==> src/rtl/rtg_pkg.sv <==
package rtg_pkg;

   typedef enum logic [1:0] {
      STD_60_4F  = 2'b00,
      STD_50_8F  = 2'b01,
      STD_50_12F = 2'b10,
      STD_50_ALT = 2'b11
   } rtg_std_e;

   function automatic logic is_60hz(rtg_std_e s);
      return (s == STD_60_4F);
   endfunction

   function automatic logic [3:0] seq_fields(rtg_std_e s);
      case (s)
         STD_60_4F:  return 4'd4;
         STD_50_12F: return 4'd12;
         default:    return 4'd8;
      endcase
   endfunction

endpackage

==> src/rtl/rtg_pix_ctr.sv <==
module rtg_pix_ctr #(
   parameter int PIX_W        = 11,
   parameter int LINE_CLKS_50 = 1728,
   parameter int LINE_CLKS_60 = 1716
) (
   input  logic             clk,
   input  logic             rst,
   input  logic             is60,
   output logic [PIX_W-1:0] pix_o,
   output logic             line_end_o
);
   localparam logic [PIX_W-1:0] LAST50 = PIX_W'(LINE_CLKS_50 - 1);
   localparam logic [PIX_W-1:0] LAST60 = PIX_W'(LINE_CLKS_60 - 1);

   logic [PIX_W-1:0] pix_q;
   logic [PIX_W-1:0] last_pix;

   assign last_pix   = is60 ? LAST60 : LAST50;
   assign line_end_o = (pix_q == last_pix);
   assign pix_o      = pix_q;

   always_ff @(posedge clk) begin
      if (rst)             pix_q <= '0;
      else if (line_end_o) pix_q <= '0;
      else                 pix_q <= pix_q + PIX_W'(1);
   end


   pix_wrap_chk: assert property (@(posedge clk) disable iff (rst)
      line_end_o |=> (pix_q == '0));


   pix_step_chk: assert property (@(posedge clk) disable iff (rst)
      !line_end_o |=> (pix_q == $past(pix_q) + PIX_W'(1)));

endmodule

==> src/rtl/rtg_line_ctr.sv <==
module rtg_line_ctr #(
   parameter int LINE_W         = 9,
   parameter int FIELD_LINES_50 = 312,
   parameter int FIELD_LINES_60 = 262
) (
   input  logic              clk,
   input  logic              rst,
   input  logic              line_end,
   input  logic              is60,
   input  logic              long_field,
   output logic [LINE_W-1:0] line_o,
   output logic              field_end_o
);
   localparam logic [LINE_W-1:0] BASE50 = LINE_W'(FIELD_LINES_50);
   localparam logic [LINE_W-1:0] BASE60 = LINE_W'(FIELD_LINES_60);

   logic [LINE_W-1:0] line_q;
   logic [LINE_W-1:0] last_line;

   assign last_line   = (is60 ? BASE60 : BASE50) + {{(LINE_W-1){1'b0}}, long_field};
   assign field_end_o = line_end && (line_q == last_line);
   assign line_o      = line_q;

   always_ff @(posedge clk) begin
      if (rst)              line_q <= LINE_W'(1);
      else if (field_end_o) line_q <= LINE_W'(1);
      else if (line_end)    line_q <= line_q + LINE_W'(1);
   end


   line_hold_chk: assert property (@(posedge clk) disable iff (rst)
      !line_end |=> $stable(line_q));


   line_nonzero_chk: assert property (@(posedge clk) disable iff (rst)
      line_q != '0);

endmodule

==> src/rtl/rtg_field_seq.sv <==
module rtg_field_seq
   import rtg_pkg::*;
(
   input  logic       clk,
   input  logic       rst,
   input  logic       field_end,
   input  rtg_std_e   std_in,
   input  logic       prog_in,
   output rtg_std_e   std_o,
   output logic       prog_o,
   output logic [3:0] idx_o
);
   rtg_std_e   std_q;
   logic       prog_q;
   logic [3:0] idx_q;
   logic [3:0] idx_inc;

   assign idx_inc = idx_q + 4'd1;
   assign std_o   = std_q;
   assign prog_o  = prog_q;
   assign idx_o   = idx_q;

   always_ff @(posedge clk) begin
      if (rst) begin
         std_q  <= std_in;
         prog_q <= prog_in;
         idx_q  <= 4'd0;
      end else if (field_end) begin
         std_q  <= std_in;
         prog_q <= prog_in;
         idx_q  <= (idx_inc >= seq_fields(std_in)) ? 4'd0 : idx_inc;
      end
   end


   std_hold_chk: assert property (@(posedge clk) disable iff (rst)
      !field_end |=> ($stable(std_q) && $stable(prog_q)));


   idx_range_chk: assert property (@(posedge clk) disable iff (rst)
      idx_q < seq_fields(std_q));

endmodule

==> src/rtl/raster_timing_gen.sv <==
module raster_timing_gen
   import rtg_pkg::*;
#(
   parameter int LINE_CLKS_50   = 1728,
   parameter int LINE_CLKS_60   = 1716,
   parameter int FIELD_LINES_50 = 312,
   parameter int FIELD_LINES_60 = 262,
   parameter int HSYNC_CLKS     = 128,
   parameter int VSYNC_LINES    = 3,
   parameter int PIX_W          = 11,
   parameter int LINE_W         = 9,
   parameter bit OUT_REG        = 1'b0
) (
   input  logic              clk,
   input  logic              rst,
   input  logic [1:0]        std_sel,
   input  logic              progressive,
   input  logic [LINE_W-1:0] first_active,
   input  logic [LINE_W-1:0] last_active,
   output logic              hsync,
   output logic              vsync,
   output logic              even_field,
   output logic              seq_first,
   output logic              active_video,
   output logic [PIX_W-1:0]  pix_cnt,
   output logic [LINE_W-1:0] line_cnt
);
   localparam int MAX_LINE_CLKS = (LINE_CLKS_50 > LINE_CLKS_60) ? LINE_CLKS_50 : LINE_CLKS_60;
   localparam int MAX_FIELD     = ((FIELD_LINES_50 > FIELD_LINES_60) ? FIELD_LINES_50 : FIELD_LINES_60) + 1;
   localparam int MIN_FIELD     = (FIELD_LINES_50 < FIELD_LINES_60) ? FIELD_LINES_50 : FIELD_LINES_60;
   localparam int MIN_LINE_CLKS = (LINE_CLKS_50 < LINE_CLKS_60) ? LINE_CLKS_50 : LINE_CLKS_60;

   if (MAX_LINE_CLKS > (1 << PIX_W)) begin : g_pix_w_bad
      $error("PIX_W too narrow for the line length");
   end
   if (MAX_FIELD >= (1 << LINE_W)) begin : g_line_w_bad
      $error("LINE_W too narrow for the field length");
   end
   if (HSYNC_CLKS < 1 || HSYNC_CLKS >= MIN_LINE_CLKS) begin : g_hs_bad
      $error("HSYNC_CLKS must lie inside a line");
   end
   if (VSYNC_LINES < 1 || VSYNC_LINES >= MIN_FIELD) begin : g_vs_bad
      $error("VSYNC_LINES must lie inside a field");
   end

   rtg_std_e          std_q;
   logic              prog_q;
   logic [3:0]        idx_q;
   logic              is60;
   logic              line_end;
   logic              field_end;
   logic              long_field;
   logic [PIX_W-1:0]  pix_q;
   logic [LINE_W-1:0] line_q;

   assign is60       = is_60hz(std_q);
   assign long_field = !prog_q && !idx_q[0];

   rtg_pix_ctr #(
      .PIX_W(PIX_W), .LINE_CLKS_50(LINE_CLKS_50), .LINE_CLKS_60(LINE_CLKS_60)
   ) u_pix (
      .clk(clk), .rst(rst), .is60(is60), .pix_o(pix_q), .line_end_o(line_end)
   );

   rtg_line_ctr #(
      .LINE_W(LINE_W), .FIELD_LINES_50(FIELD_LINES_50), .FIELD_LINES_60(FIELD_LINES_60)
   ) u_line (
      .clk(clk), .rst(rst), .line_end(line_end), .is60(is60),
      .long_field(long_field), .line_o(line_q), .field_end_o(field_end)
   );

   rtg_field_seq u_seq (
      .clk(clk), .rst(rst), .field_end(field_end),
      .std_in(rtg_std_e'(std_sel)), .prog_in(progressive),
      .std_o(std_q), .prog_o(prog_q), .idx_o(idx_q)
   );

   logic hs_c, vs_c, ev_c, sf_c, av_c;

   assign hs_c = (pix_q < PIX_W'(HSYNC_CLKS));
   assign vs_c = (line_q <= LINE_W'(VSYNC_LINES));
   assign ev_c = !prog_q && idx_q[0];
   assign sf_c = (idx_q == 4'd0);
   assign av_c = (line_q >= first_active) && (line_q <= last_active);

   if (OUT_REG) begin : g_out_reg
      always_ff @(posedge clk) begin
         if (rst) begin
            hsync        <= 1'b0;
            vsync        <= 1'b0;
            even_field   <= 1'b0;
            seq_first    <= 1'b0;
            active_video <= 1'b0;
            pix_cnt      <= '0;
            line_cnt     <= '0;
         end else begin
            hsync        <= hs_c;
            vsync        <= vs_c;
            even_field   <= ev_c;
            seq_first    <= sf_c;
            active_video <= av_c;
            pix_cnt      <= pix_q;
            line_cnt     <= line_q;
         end
      end
   end else begin : g_out_comb
      assign hsync        = hs_c;
      assign vsync        = vs_c;
      assign even_field   = ev_c;
      assign seq_first    = sf_c;
      assign active_video = av_c;
      assign pix_cnt      = pix_q;
      assign line_cnt     = line_q;
   end


   hsync_rise_chk: assert property (@(posedge clk) disable iff (rst)
      $rose(hs_c) |-> (pix_q == '0));


   seq_start_chk: assert property (@(posedge clk) disable iff (rst)
      $rose(sf_c) |-> (line_q == LINE_W'(1) && pix_q == '0));


   parity_start_chk: assert property (@(posedge clk) disable iff (rst)
      $rose(ev_c) |-> (line_q == LINE_W'(1) && pix_q == '0));


   vsync_start_chk: assert property (@(posedge clk) disable iff (rst)
      $rose(vs_c) |-> (line_q == LINE_W'(1)));

endmodule

==> config.mk <==
export PLATFORM = sky130hd
export DESIGN_NAME = raster_timing_gen
export DESIGN_NICKNAME = d
export VERILOG_FILES = /design/src/rtl/rtg_pkg.sv /design/src/rtl/rtg_pix_ctr.sv /design/src/rtl/rtg_line_ctr.sv /design/src/rtl/rtg_field_seq.sv /design/src/rtl/raster_timing_gen.sv
export SDC_FILE = /design/constraint.sdc
export NUM_CORES = 1
export LEC_CHECK = 0
export BUFFER_PORTS_ARGS = -buffer_cell sky130_fd_sc_hd__buf_2
export CAP_MARGIN = 20
export CORE_ASPECT_RATIO = 0.7
export CORE_MARGIN = 3
export CORE_UTILIZATION = 47
export CTS_CLUSTER_SIZE = 40
export DETAILED_ROUTE_END_ITERATION = 16
export GPL_TIMING_DRIVEN = 0
export PLACE_DENSITY = 0.86
export SETUP_SLACK_MARGIN = 0.15
export SYNTH_ARGS = -nofsm -noshare
export SYNTH_HDL_FRONTEND = slang
export SYNTH_SLANG_ARGS = --single-unit
==> constraint.sdc <==
create_clock -name clk -period 1.8 [get_ports clk]
set_input_delay 0.45 -clock clk [delete_from_list [all_inputs] [get_ports clk]]
set_output_delay 0.45 -clock clk [all_outputs]
set_load 0.03 [all_outputs]
==> summary.txt, run 1 <==
Power
  • Power Dens Cells: 416 nW/µm²
  • Leak: 1.21 nW
  • VDD IR max: 0.280 mV

Worst setup path
  • R2R Path End: u_seq.idx_o[2]
  • CP delay by family, top: compound AO/OA/AOI/OAI gates
  • Crit path DAT: 1.87 ns
  • Reg2Reg Launch Point: u_seq.idx_o[0]
  • CP endpoint: active_video
  • Critical path's largest stage delay: 0.38 ns
  • R2r setup slk: -0.20 ns
  • Crit-path cells: ha_4 > o211ai_1 > a21oi_2 > nor4_1 > o31ai_1 > a22oi_2 > buf_6
  • Setup crit start: u_line.line_o[4]
  • CP Depth: 7
  • Worst setup path category: flop to output port
  • Crit. End Element: output port
  • Reg2reg path depth: 7
  • Worst-path maximum fanout: 3
  • Crit path max-delay cell type: dfxtp_4
  • CP Launch Type: flop
  • Crit path buffers/inverters: 1
  • WP data required: 1.35 ns

Yosys
  • Post-synth top cells: nor2_1 (32), dfxtp_1 (24), ha_1 (24), inv_1 (24), nand3_1 (11)
  • Synth warn: 0
  • Most common cell in the netlist: nor2_1
  • Post-synth top area cell: dfxtp_1
  • Mapped Cells: 207
  • Ys flop type: dfxtp_1
  • #FFs+latches synth: 27
  • Asr flop ratio synth: 0%
  • Mapped Nets: 254
  • Seq/Total Area, Yosys: 32.1%
  • EDFF count, synth: 3
  • Synth top area share: 27.0%
  • Syn avg cell area: 8.59 µm²
  • Main area contributors after synthesis: dfxtp_1 (27%), ha_1 (17%), nor2_1 (6.8%)
  • Netlist cell types: 47
  • Syn Std Cell Area: 1780 µm²

Clocking
  • Clock buffer depth: 2
  • Root buffer cell: clkbuf_8
  • CTS Sinks: 27
  • Worst skew pair latency: 0.28 ns
  • CTS tree: built
  • Register clock-pin slew on the reported worst setup and hold paths: 0.10 ns
  • Hold Buf Count CTS: 0
  • H-tree levels: 1
  • Num CTS Buffers: 3

Route
  • Routed len/inst: 16.3 µm
  • Post-route ant nets: 0
  • First-pass DRT Iterations: 4
  • Drt total wl: 5410 µm
  • DR vias: 1824
  • Remaining DRCs: 0
  • Drt initial violations: 84
  • Vias/cell: 5.51

GRT
  • Grt ovf: 0
  • First-pass GRT wire length: 7490 µm
  • Largest net degree at the start of global routing: 17
  • Overall routing resource usage: 21.0%
  • Number of global-route vias before repair: 1642
  • Initial antenna violation count: 0

Floorplanning
  • Die Height: 57.5 µm
  • I/O pin count: 48
  • Core Area: 3580 µm²
  • Die Wd: 79.5 µm
  • Num rows: 18
  • Initial Util: 49.7%
  • DIE AREA: 4570 µm²

Cells and area
  • Final #Nets: 329
  • Share of cells above drive strength 1: 56.2%
  • Final Util: 77.6%
  • N_diodes: 0
  • Layout area overhead: 56.2%

STA
  • Slew @ Worst Pin: 0.360 ns
  • Peak Freq: 0.430 GHz
  • Finish-stage setup viols: 8
  • Fin worst setup slack: -0.523 ns
  • Hold slack final: 0.342 ns
  • Period Utilization, post-route: 129%
  • RSZ-0062 raised after global routing: true
  • Final Hold Vio Count: 0
  • Crit path time final: 2.32 ns
  • Final Max Slew Viols: 0
  • Setup TNS: -0.908 ns
  • Rel. slew slack: 75.8%
  • Worst Clk Skew: 0.0105 ns

Place
  • RD Place Congestion: 0.798
  • IO buf count: 47
  • Hpwl dp: 3160 µm

Job
  • Maxcap violations: 0

Status
  • Failing checks: setup timing
  • Status: finished with violations

Hold path
  • HP Class: primary input to flop
  • Hold Path Depth: 1
-- worst reg2reg max path, delay by kind of cell (launching register included) --
family          cells  cell delay (ns)
fa+ha+maj           1             0.31
compound gates      2             0.46
xor+xnor            1             0.16
flops               1             0.37
simple gates        3             0.65
-- routing by layer --
metal | GRT usage, % | share of wire [%] | up-vias | wire length (µm)
li1 | - | - | 873 | -
met1 | 27.6 | 43 | 858 | 2310
met2 | 34.6 | 49 | 80 | 2670
met3 | 4.89 | 6.6 | 13 | 358
met4 | 5.88 | 1.4 | 0 | 75
met5 | 0 | 0 | - | 0
-- power breakdown --
group / internal (mW) / switching (mW) / total, mW
combinational: 0.0763 / 0.0922 / 0.169
sequential: 0.609 / 0.0144 / 0.623
clock: 0.159 / 0.205 / 0.364
total: 0.844 / 0.312 / 1.16
-- kinds of logic (layout without fill, tap and decap cells) --
group           Yosys count  in the layout  synth area share [%]
compound gates           28             28                  11.3
xor+xnor                 18             18                  8.87
fa+ha+maj                24             24                  16.9
buf+inv                  27            101                  6.26
flops                    27             27                  32.1
mux                       1              1                 0.563
simple gates             82             82                  24.0
-- metrics by stage --
stage                     instances  total power, mW  cell area [µm²]  setup slack (ns)
after floorplan                 207            0.709             1890            -0.224
after global placement          304            0.754             2190            -0.446
after detailed placement        304            0.760             2190            -0.454
after CTS                       322             1.13             2480            -0.500
after global routing            331             1.20             2780            -0.624
final                           331             1.16             2780            -0.523
-- state kept, by name, indices dropped and copies added, names as in the netlist --
name / flops
u_line.line_o: 9
u_seq.idx_o: 4
u_seq.prog_o: 1
u_seq.std_o: 2
u_pix.pix_o: 11
-- cells in the final DEF, fill, tap and decap left out, types with 2 or more instances in the layout --
cell,netlist,final
buf_2,2,43
xor2_1,10,9
o21ai_0,5,3
ha_4,0,8
inv_4,0,3
dfxtp_1,24,3
nand2_1,8,7
clkbuf_8,0,3
and3_1,3,3
ha_1,24,14
nand3_1,11,9
nand3_2,1,3
nand2b_1,4,3
buf_8,0,2
nor2_4,0,11
buf_6,1,17
inv_2,0,2
a21o_1,2,2
inv_1,24,19
or2_4,0,2
nor2_2,0,7
a21oi_2,0,2
xnor2_1,8,7
ha_2,0,2
buf_4,0,11
nand4_1,5,5
nor4_2,0,2
dfxtp_2,0,13
nor2_1,32,14
dfxtp_4,0,8
or3_1,2,2
o21ai_1,1,2
a21oi_1,5,3
edfxtp_1,3,3
-- area by class of cell --
cell class / instances / area, µm²
Inverter: 24 / 103
Tap cell: 50 / 62.6
Clock inverter: 1 / 6.26
Fill cell: 218 / 803
Buffer: 3 / 37.5
Sequential cell: 27 / 617
Multi-Input combinational cell: 153 / 1430
Timing Repair Buffer: 70 / 482
Clock buffer: 3 / 41.3
-- timing repair --
item                       CTS  global route
cloned                       2             0
setup endpoints to repair   30            31
pin swaps                   30            20
resized for setup           41            56
setup buffers               12             9
-- how the worst min path moves through the flow --
| stage | startpoint | slack, ns | endpoint |
|---|---|---|---|
| floorplan | u_seq.idx_o[2] | 0.48 | u_seq.idx_o[2] |
| global placement | u_pix.pix_o[0] | 0.41 | u_pix.pix_o[0] |
| detailed placement | u_pix.pix_o[0] | 0.42 | u_pix.pix_o[0] |
| CTS | progressive | 0.34 | u_seq.prog_o |
| global route | progressive | 0.33 | u_seq.prog_o |
| finish | progressive | 0.34 | u_seq.prog_o |
(Power assumes the default switching activity.)
==> run 2, diff against run 1 <==
==> constraint.sdc (replaced) <==
create_clock -name clk -period 1.8 [get_ports clk]
set_input_delay 0.18 -clock clk [delete_from_list [all_inputs] [get_ports clk]]
set_output_delay 0.18 -clock clk [all_outputs]
set_load 0.03 [all_outputs]
==> summary.txt, run 2 (same netlist as run 1, synthesis figures left out) <==
Floorplanning
  • Initial Util: 49.7% (unchanged)
  • Die Height: 57.5 µm (unchanged)
  • Num rows: 18 (unchanged)
  • I/O pin count: 48 (unchanged)
  • Core Area: 3580 µm² (unchanged)
  • Die Wd: 79.5 µm (unchanged)
  • DIE AREA: 4570 µm² (unchanged)

GRT
  • Grt ovf: 0 (unchanged)
  • Overall routing resource usage: 21.5% (+0.57 points)
  • Initial antenna violation count: 0 (unchanged)
  • Largest net degree at the start of global routing: 17 (unchanged)
  • Number of global-route vias before repair: 1621 (-1.3%)
  • First-pass GRT wire length: 7600 µm (+1.5%)

Worst setup path
  • Crit path DAT: 2.32 ns (+0.45 ns)
  • Reg2Reg Launch Point: u_seq.idx_o[0]
  • CP Launch Type: flop
  • R2r setup slk: -0.32 ns (-0.12 ns)
  • Worst setup path category: flop to flop
  • WP data required: 2.00 ns (+0.65 ns)
  • Worst-path maximum fanout: 3 (unchanged)
  • R2R Path End: u_seq.idx_o[2]
  • Crit. End Element: flop
  • Reg2reg path depth: 7 (unchanged)

Cells and area
  • Most common cell after layout, fill and taps aside: buf_2
  • Share of cells above drive strength 1: 53.0% (-3.2 points)
  • Layout area overhead: 53.7%
  • Final #Nets: 327 (-0.61%)
  • Most frequent cells in the layout: buf_2 (44), inv_1 (22), nor2_1 (17)
  • Largest register FFs: 11 (unchanged)
  • Post-Layout Cell Count: 329 (-0.60%)
  • N_diodes: 0 (unchanged)
  • Fillers: 225 (+3.2%)

Power
  • Overall Power: 1.15 mW (-0.72%)
  • Leak: 1.19 nW (-1.1%)
  • VDD IR max: 0.540 mV (+93%)
  • Comb pwr share: 14.3% (-0.3 points)
  • Power Dens Cells: 420 nW/µm² (+0.91%)
  • Cell Int Power: 838 µW (-0.66%)
  • Clock power share: 31.9% (+0.4 points)
  • Sequential fraction of design power: 53.9% (about the same)
  • Sw frac: 26.9% (-0.048 points)
  • Net Switching: 309 µW (-0.90%)

STA
  • Rel. slew slack: 79.5% (+3.7 points)
  • Fin worst setup slack: -0.319 ns (+0.204 ns)
  • Final Hold Vio Count: 0 (unchanged)
  • Worst Clk Skew: 0.00461 ns (-0.00590 ns)
  • RSZ-0062 raised after global routing: true
  • Peak Freq: 0.472 GHz (+9.6%)
  • Slew @ Worst Pin: 0.305 ns (-0.0543 ns)
  • Hold slack final: 0.0612 ns (-0.281 ns)
  • Finish-stage setup viols: 13 (+5)
  • Period Utilization, post-route: 118% (-11 points)
  • Final Max Slew Viols: 0 (unchanged)
  • Crit path time final: 2.12 ns (-0.204 ns)

Clocking
  • Register clock-pin slew on the reported worst setup and hold paths: 0.10 ns (about the same)
  • CTS tree: built
  • Hold Buf Count CTS: 0 (unchanged)
  • Clock buffer depth: 2 (unchanged)
  • Num CTS Buffers: 3 (unchanged)
  • Root buffer cell: clkbuf_8
  • CTS Sinks: 27 (unchanged)
  • H-tree levels: 1 (unchanged)
  • Worst skew pair latency: 0.29 ns (about the same)

Place
  • RD Place Congestion: 0.799 (about the same)
  • Hpwl dp: 3040 µm (-3.7%)
  • IO buf count: 47 (unchanged)
  • Placed Cells: 304 (unchanged)

Hold path
  • Hold Path End: u_seq.prog_o
  • Hold_sp: progressive
  • HP Class: primary input to flop
  • Hold Path Depth: 1 (unchanged)

Status
  • Failing checks: setup timing
  • Status: finished with violations

Route
  • Post-route ant nets: 0 (unchanged)
  • Drt total wl: 5490 µm (+1.6%)
  • Routed length on met2: 2600 µm (-2.7%)
  • M1 wire length: 2310 µm (about the same)
  • Drt initial violations: 111 (+32%)
  • Vias/cell: 5.55 (+0.72%)
  • WL met3: 398 µm (+11%)
  • Remaining DRCs: 0 (unchanged)
  • DR vias: 1826 (+0.11%)
  • Routed len/inst: 16.7 µm (+2.2%)
  • First-pass DRT Iterations: 4 (unchanged)
  • Top Layer Used: met4

Job
  • Maxcap violations: 0 (unchanged)
run 2: final cells by class:
class                   instances  area [µm²]  area share (%)
inverters                      24        95.1            3.48
repair buffers                 68         449            16.4
plain buffers                   3        41.3            1.51
multi-input cells             153        1410            51.7
clock buffers                   3        41.3            1.51
clock inverters                 1        7.51           0.275
well taps                      50        62.6            2.29
flip-flops and latches         27         622            22.8
run 2: how the worst max path moves through the flow:
| stage | slack [ns] | cells after the start | from | endpoint |
|---|---|---|---|---|
| 6_report | -0.32 | 7 | u_seq.idx_o[0] | u_seq.idx_o[2] |
| 3_5_place_dp | -0.21 | 7 | u_seq.idx_o[2] | u_seq.idx_o[2] |
| 4_1_cts | -0.21 | 6 | u_line.line_o[4] | active_video |
| 5_1_grt | -0.35 | 7 | u_seq.idx_o[0] | u_seq.idx_o[2] |
| 2_1_floorplan | -0.05 | 7 | u_seq.idx_o[0] | u_seq.idx_o[2] |
| 3_3_place_gp | -0.17 | 7 | u_seq.idx_o[0] | u_seq.idx_o[2] |
run 2: repair_timing:
| item | 4_1_cts | 5_1_grt |
|---|---|---|
| buffers inserted | 15 | 4 |
| gates resized for setup | 39 | 56 |
| endpoints found under the hold margin | 0 | 0 |
| pin swaps | 18 | 23 |
| gates cloned | 2 | 0 |
| setup endpoints to repair | 28 | 30 |
run 2: worst max-delay path, stage by stage, from the launching register on:
cell and delay [ns]:
dfxtp_4 0.40, nand3_4 0.08, xnor2_2 0.14, ha_1 0.31, nor2b_4 0.13, a311o_1 0.31
or4_1 0.44, a21oi_1 0.22
run 2: power by group through the flow:
stage / Clock (mW) / Sequential, mW / Combinational (mW)
floorplan: 0 / 0.653 / 0.0557
global placement: 0 / 0.643 / 0.107
detailed placement: 0 / 0.644 / 0.111
CTS: 0.363 / 0.618 / 0.128
global route: 0.406 / 0.621 / 0.179
finish: 0.365 / 0.618 / 0.164
run 2: metrics by stage:
| stage | setup WS [ns] | utilization (%) | area (µm²) | TNS [ns] |
|---|---|---|---|---|
| floorplan | -0.0451 | - | 1820 | -0.0747 |
| global placement | -0.169 | 59.3 | 2120 | -0.253 |
| global route | -0.354 | 76.3 | 2730 | -1.84 |
| finish | -0.319 | 76.3 | 2730 | -1.21 |
| detailed placement | -0.209 | 59.3 | 2120 | -0.449 |
| CTS | -0.209 | 68.4 | 2450 | -0.378 |
run 2: metal layers:
layer / up-vias / global-route usage (%)
met5: - / 0
met4: 0 / 6.37
met3: 25 / 5.05
met2: 84 / 35.4
met1: 846 / 28.3
li1: 871 / -
==> run 3, diff against run 2 <==
--- a/config.mk
+++ b/config.mk
@@ -9,12 +9,14 @@
 export CAP_MARGIN = 20
 export CORE_ASPECT_RATIO = 0.7
 export CORE_MARGIN = 3
-export CORE_UTILIZATION = 47
+export CORE_UTILIZATION = 48
 export CTS_CLUSTER_SIZE = 40
 export DETAILED_ROUTE_END_ITERATION = 16
 export GPL_TIMING_DRIVEN = 0
 export PLACE_DENSITY = 0.86
 export SETUP_SLACK_MARGIN = 0.15
+export SKIP_LAST_GASP = 1
 export SYNTH_ARGS = -nofsm -noshare
 export SYNTH_HDL_FRONTEND = slang
+export SYNTH_HIERARCHICAL = 1
 export SYNTH_SLANG_ARGS = --single-unit
==> summary.txt, run 3 <==
Yosys
  • Seq/Total Area, Yosys: 30.2% (-1.9 points)
  • Mapped Cells: 202 (-2.4%)
  • EDFF count, synth: 3 (unchanged)
  • Syn avg cell area: 9.35 µm² (+8.8%)
  • Mapped Nets: 248 (-2.4%)
  • Ys flop type: dfxtp_1
  • Synth warn: 6 (+6)
  • Asr flop ratio synth: 0% (unchanged)
  • Netlist cell types: 56 (+19%)
  • Most common cell in the netlist: dfxtp_1
  • Post-synth top cells: dfxtp_1 (24), ha_1 (23), inv_1 (20)
  • #FFs+latches synth: 27 (unchanged)
  • Synth top area share: 25.4% (-1.6 points)
  • Main area contributors after synthesis: dfxtp_1 (25%), ha_1 (15%), edfxtp_1 (4.8%)
  • Syn Std Cell Area: 1890 µm² (+6.2%)
  • Post-synth top area cell: dfxtp_1

Status
  • Status: finished with violations
  • Failing checks: setup timing

GRT
  • Number of global-route vias before repair: 1796 (+11%)
  • Largest net degree at the start of global routing: 16 (-1)
  • Most Used Layer, Global Route: met2
  • Grt met2 use: 40.1% (+4.7 points)
  • Met3 usage: 5.35% (+0.30 points)
  • Overall routing resource usage: 24.4% (+2.9 points)
  • First-pass GRT wire length: 8830 µm (+16%)
  • Grt ovf: 0 (unchanged)
  • Initial antenna violation count: 0 (unchanged)
  • GRT met1 Usage: 32.7% (+4.5 points)

STA
  • Rel. slew slack: 50.8% (-29 points)
  • Worst Clk Skew: 0.00857 ns (+0.00395 ns)
  • Peak Freq: 0.451 GHz (-4.4%)
  • RSZ-0062 raised after global routing: true
  • Period Utilization, post-route: 123% (+5.4 points)
  • Finish-stage setup viols: 19 (+6)
  • Final Max Slew Viols: 0 (unchanged)
  • Crit path time final: 2.22 ns (+0.0965 ns)
  • Final Hold Vio Count: 0 (unchanged)
  • Slew @ Worst Pin: 0.738 ns (+0.432 ns)
  • Fin worst setup slack: -0.416 ns (-0.0965 ns)

Route
  • Post-route ant nets: 0 (unchanged)
  • Remaining DRCs: 0 (unchanged)
  • Drt initial violations: 352 (+220%)
  • First-pass DRT Iterations: 5 (+1)
  • Vias/cell: 6.31 (+14%)
  • DR vias: 2088 (+14%)
  • Drt total wl: 6570 µm (+19%)
  • Routed len/inst: 19.8 µm (+19%)

Cells and area
  • Share of cells above drive strength 1: 53.4% (+0.33 points)
  • Most frequent cells in the layout: buf_2 (46), buf_4 (23), inv_1 (19)
  • N_diodes: 0 (unchanged)
  • Final #Nets: 328 (+0.31%)
  • Sequential Area: 628 µm² (+1.0%)
  • Area of the multi-input gates: 1480 µm² (+4.3%)
  • Most common cell after layout, fill and taps aside: buf_2
  • Largest register FFs: 11 (unchanged)
  • Final Util: 76.4% (+0.096 points)
  • Layout area overhead: 47.6%
  • Fillers: 233 (+3.6%)

Floorplanning
  • Die Height: 58.5 µm (+1.8%)
  • I/O pin count: 48 (unchanged)
  • Initial Util: 51.7% (+2.1 points)
  • DIE AREA: 4730 µm² (+3.6%)
  • Num rows: 18 (unchanged)
  • Core Area: 3650 µm² (+1.9%)
  • Die Wd: 81.0 µm (+1.8%)

Hold path
  • HP Class: primary input to flop

Place
  • Hpwl dp: 3400 µm (+12%)
  • RD Place Congestion: 0.819 (+2.5%)
  • IO buf count: 47 (unchanged)

Worst setup path
  • CP Launch Type: flop
  • Worst setup path category: flop to flop
  • Crit-path cells: nor2_4 > nor3b_4 > o21a_1 > buf_6 > buf_6 > nand4_1 > or3_1 > a221oi_1
  • Crit. End Element: flop
  • Critical path's largest stage delay: 0.43 ns (about the same)
  • CP delay by family, top: simple AND/OR/NAND/NOR gates
  • Most used cell, CP: buf_6
  • Worst-path maximum fanout: 4 (+1)
  • WP data required: 1.98 ns (-0.02 ns)
  • Crit path buffers/inverters: 2 (+2)
  • Crit path max-delay cell type: edfxtp_1
  • Crit path DAT: 2.40 ns (+0.08 ns)

Power
  • Clock power share: 31.7% (-0.2 points)
  • Sequential fraction of design power: 55.2% (+1.3 points)
  • Leak: 1.20 nW (+0.41%)
  • Cell Int Power: 827 µW (-1.3%)
  • VDD IR max: 0.404 mV (-25%)
  • Sw frac: 26.4% (-0.55 points)
  • Overall Power: 1.12 mW (-2.0%)
  • Power Dens Cells: 403 nW/µm² (-4.0%)
  • Net Switching: 297 µW (-4.1%)
  • Comb pwr share: 13.1% (-1.2 points)

Clocking
  • Root buffer cell: clkbuf_8
  • Register clock-pin slew on the reported worst setup and hold paths: 0.10 ns (about the same)
  • Worst skew pair latency: 0.28 ns (about the same)
  • CTS tree: built
  • Hold Buf Count CTS: 0 (unchanged)
  • Num CTS Buffers: 3 (unchanged)
  • H-tree levels: 1 (unchanged)
  • Clock buffer depth: 2 (unchanged)
  • CTS Sinks: 27 (unchanged)

Job
  • Maxcap violations: 0 (unchanged)
run 3: cell types whose count changed after synthesis, sizes merged, moves of 3 or more:
cell and delta:
nor2 -24, a211oi +11, nor3 +6, or4 +5, or3 +4, xnor2 -4, xor2 -4, and3 -3
inv -3, nand2b -3, o21ai +3, o31ai +3
run 3: power groups by stage:
| stage | clock [mW] | sequential [mW] | combinational (mW) |
|---|---|---|---|
| floorplan | 0 | 0.642 | 0.0608 |
| global placement | 0 | 0.633 | 0.114 |
| detailed placement | 0 | 0.633 | 0.118 |
| CTS | 0.356 | 0.620 | 0.131 |
| global route | 0.382 | 0.621 | 0.159 |
| finish | 0.356 | 0.620 | 0.147 |
run 3: cell families after synthesis:
logic type | after synthesis | share of synthesized area [%]
AOI/OAI and AO/OA | 44 | 18.0
xor gates and xnor gates | 10 | 4.64
adders and majority gates | 23 | 15.2
buffers and inverters | 25 | 5.10
DFF | 27 | 30.2
muxes | 2 | 1.06
and+or+nand+nor | 71 | 25.8
run 3: worst paths after layout:
path / slack, ns / start / cells after the start / to
min reg2reg: 0.55 / u_pix/pix_o[0] / 1 / u_pix/pix_o[0]
min: 0.08 / progressive / 1 / u_seq/prog_o
max: -0.42 / u_seq/std_o[1] / 8 / u_line/line_o[5]
max reg2reg: -0.42 / u_seq/std_o[1] / 8 / u_line/line_o[5]
run 3: metal layers:
layer	wire length [µm]	up-vias
li1	-	925
met1	2670	981
met2	2990	145
met3	613	37
met4	298	0
met5	0	-
run 3: stage by stage:
step / area [µm²] / setup WS, ns / hold slack [ns] / TNS (ns) / cells
2_1_floorplan: 2040 / -0.436 / 0.249 / -2.75 / 202
3_3_place_gp: 2330 / -0.765 / 0.369 / -6.93 / 299
3_5_place_dp: 2330 / -0.799 / 0.365 / -7.51 / 299
4_1_cts: 2650 / -0.335 / 0.0742 / -2.86 / 321
5_1_grt: 2790 / -0.496 / 0.0713 / -6.16 / 331
6_report: 2790 / -0.416 / 0.0820 / -5.15 / 331
run 3: timing repair:
| action | CTS | global route |
|---|---|---|
| gates resized for setup | 25 | 15 |
| pin swaps | 14 | 7 |
| endpoints found under the setup margin | 18 | 27 |
| setup buffers | 18 | 9 |
| cloned | 0 | 1 |
run 3: layout make-up:
class                   count  share of cell area, %
inverters                  21                   2.92
flip-flops and latches     27                   22.5
clock inverters             1                  0.180
clock buffers               3                   1.48
multi-input cells         150                   52.9
plain buffers               4                   1.08
repair buffers             75                   16.7
well taps                  50                   2.24
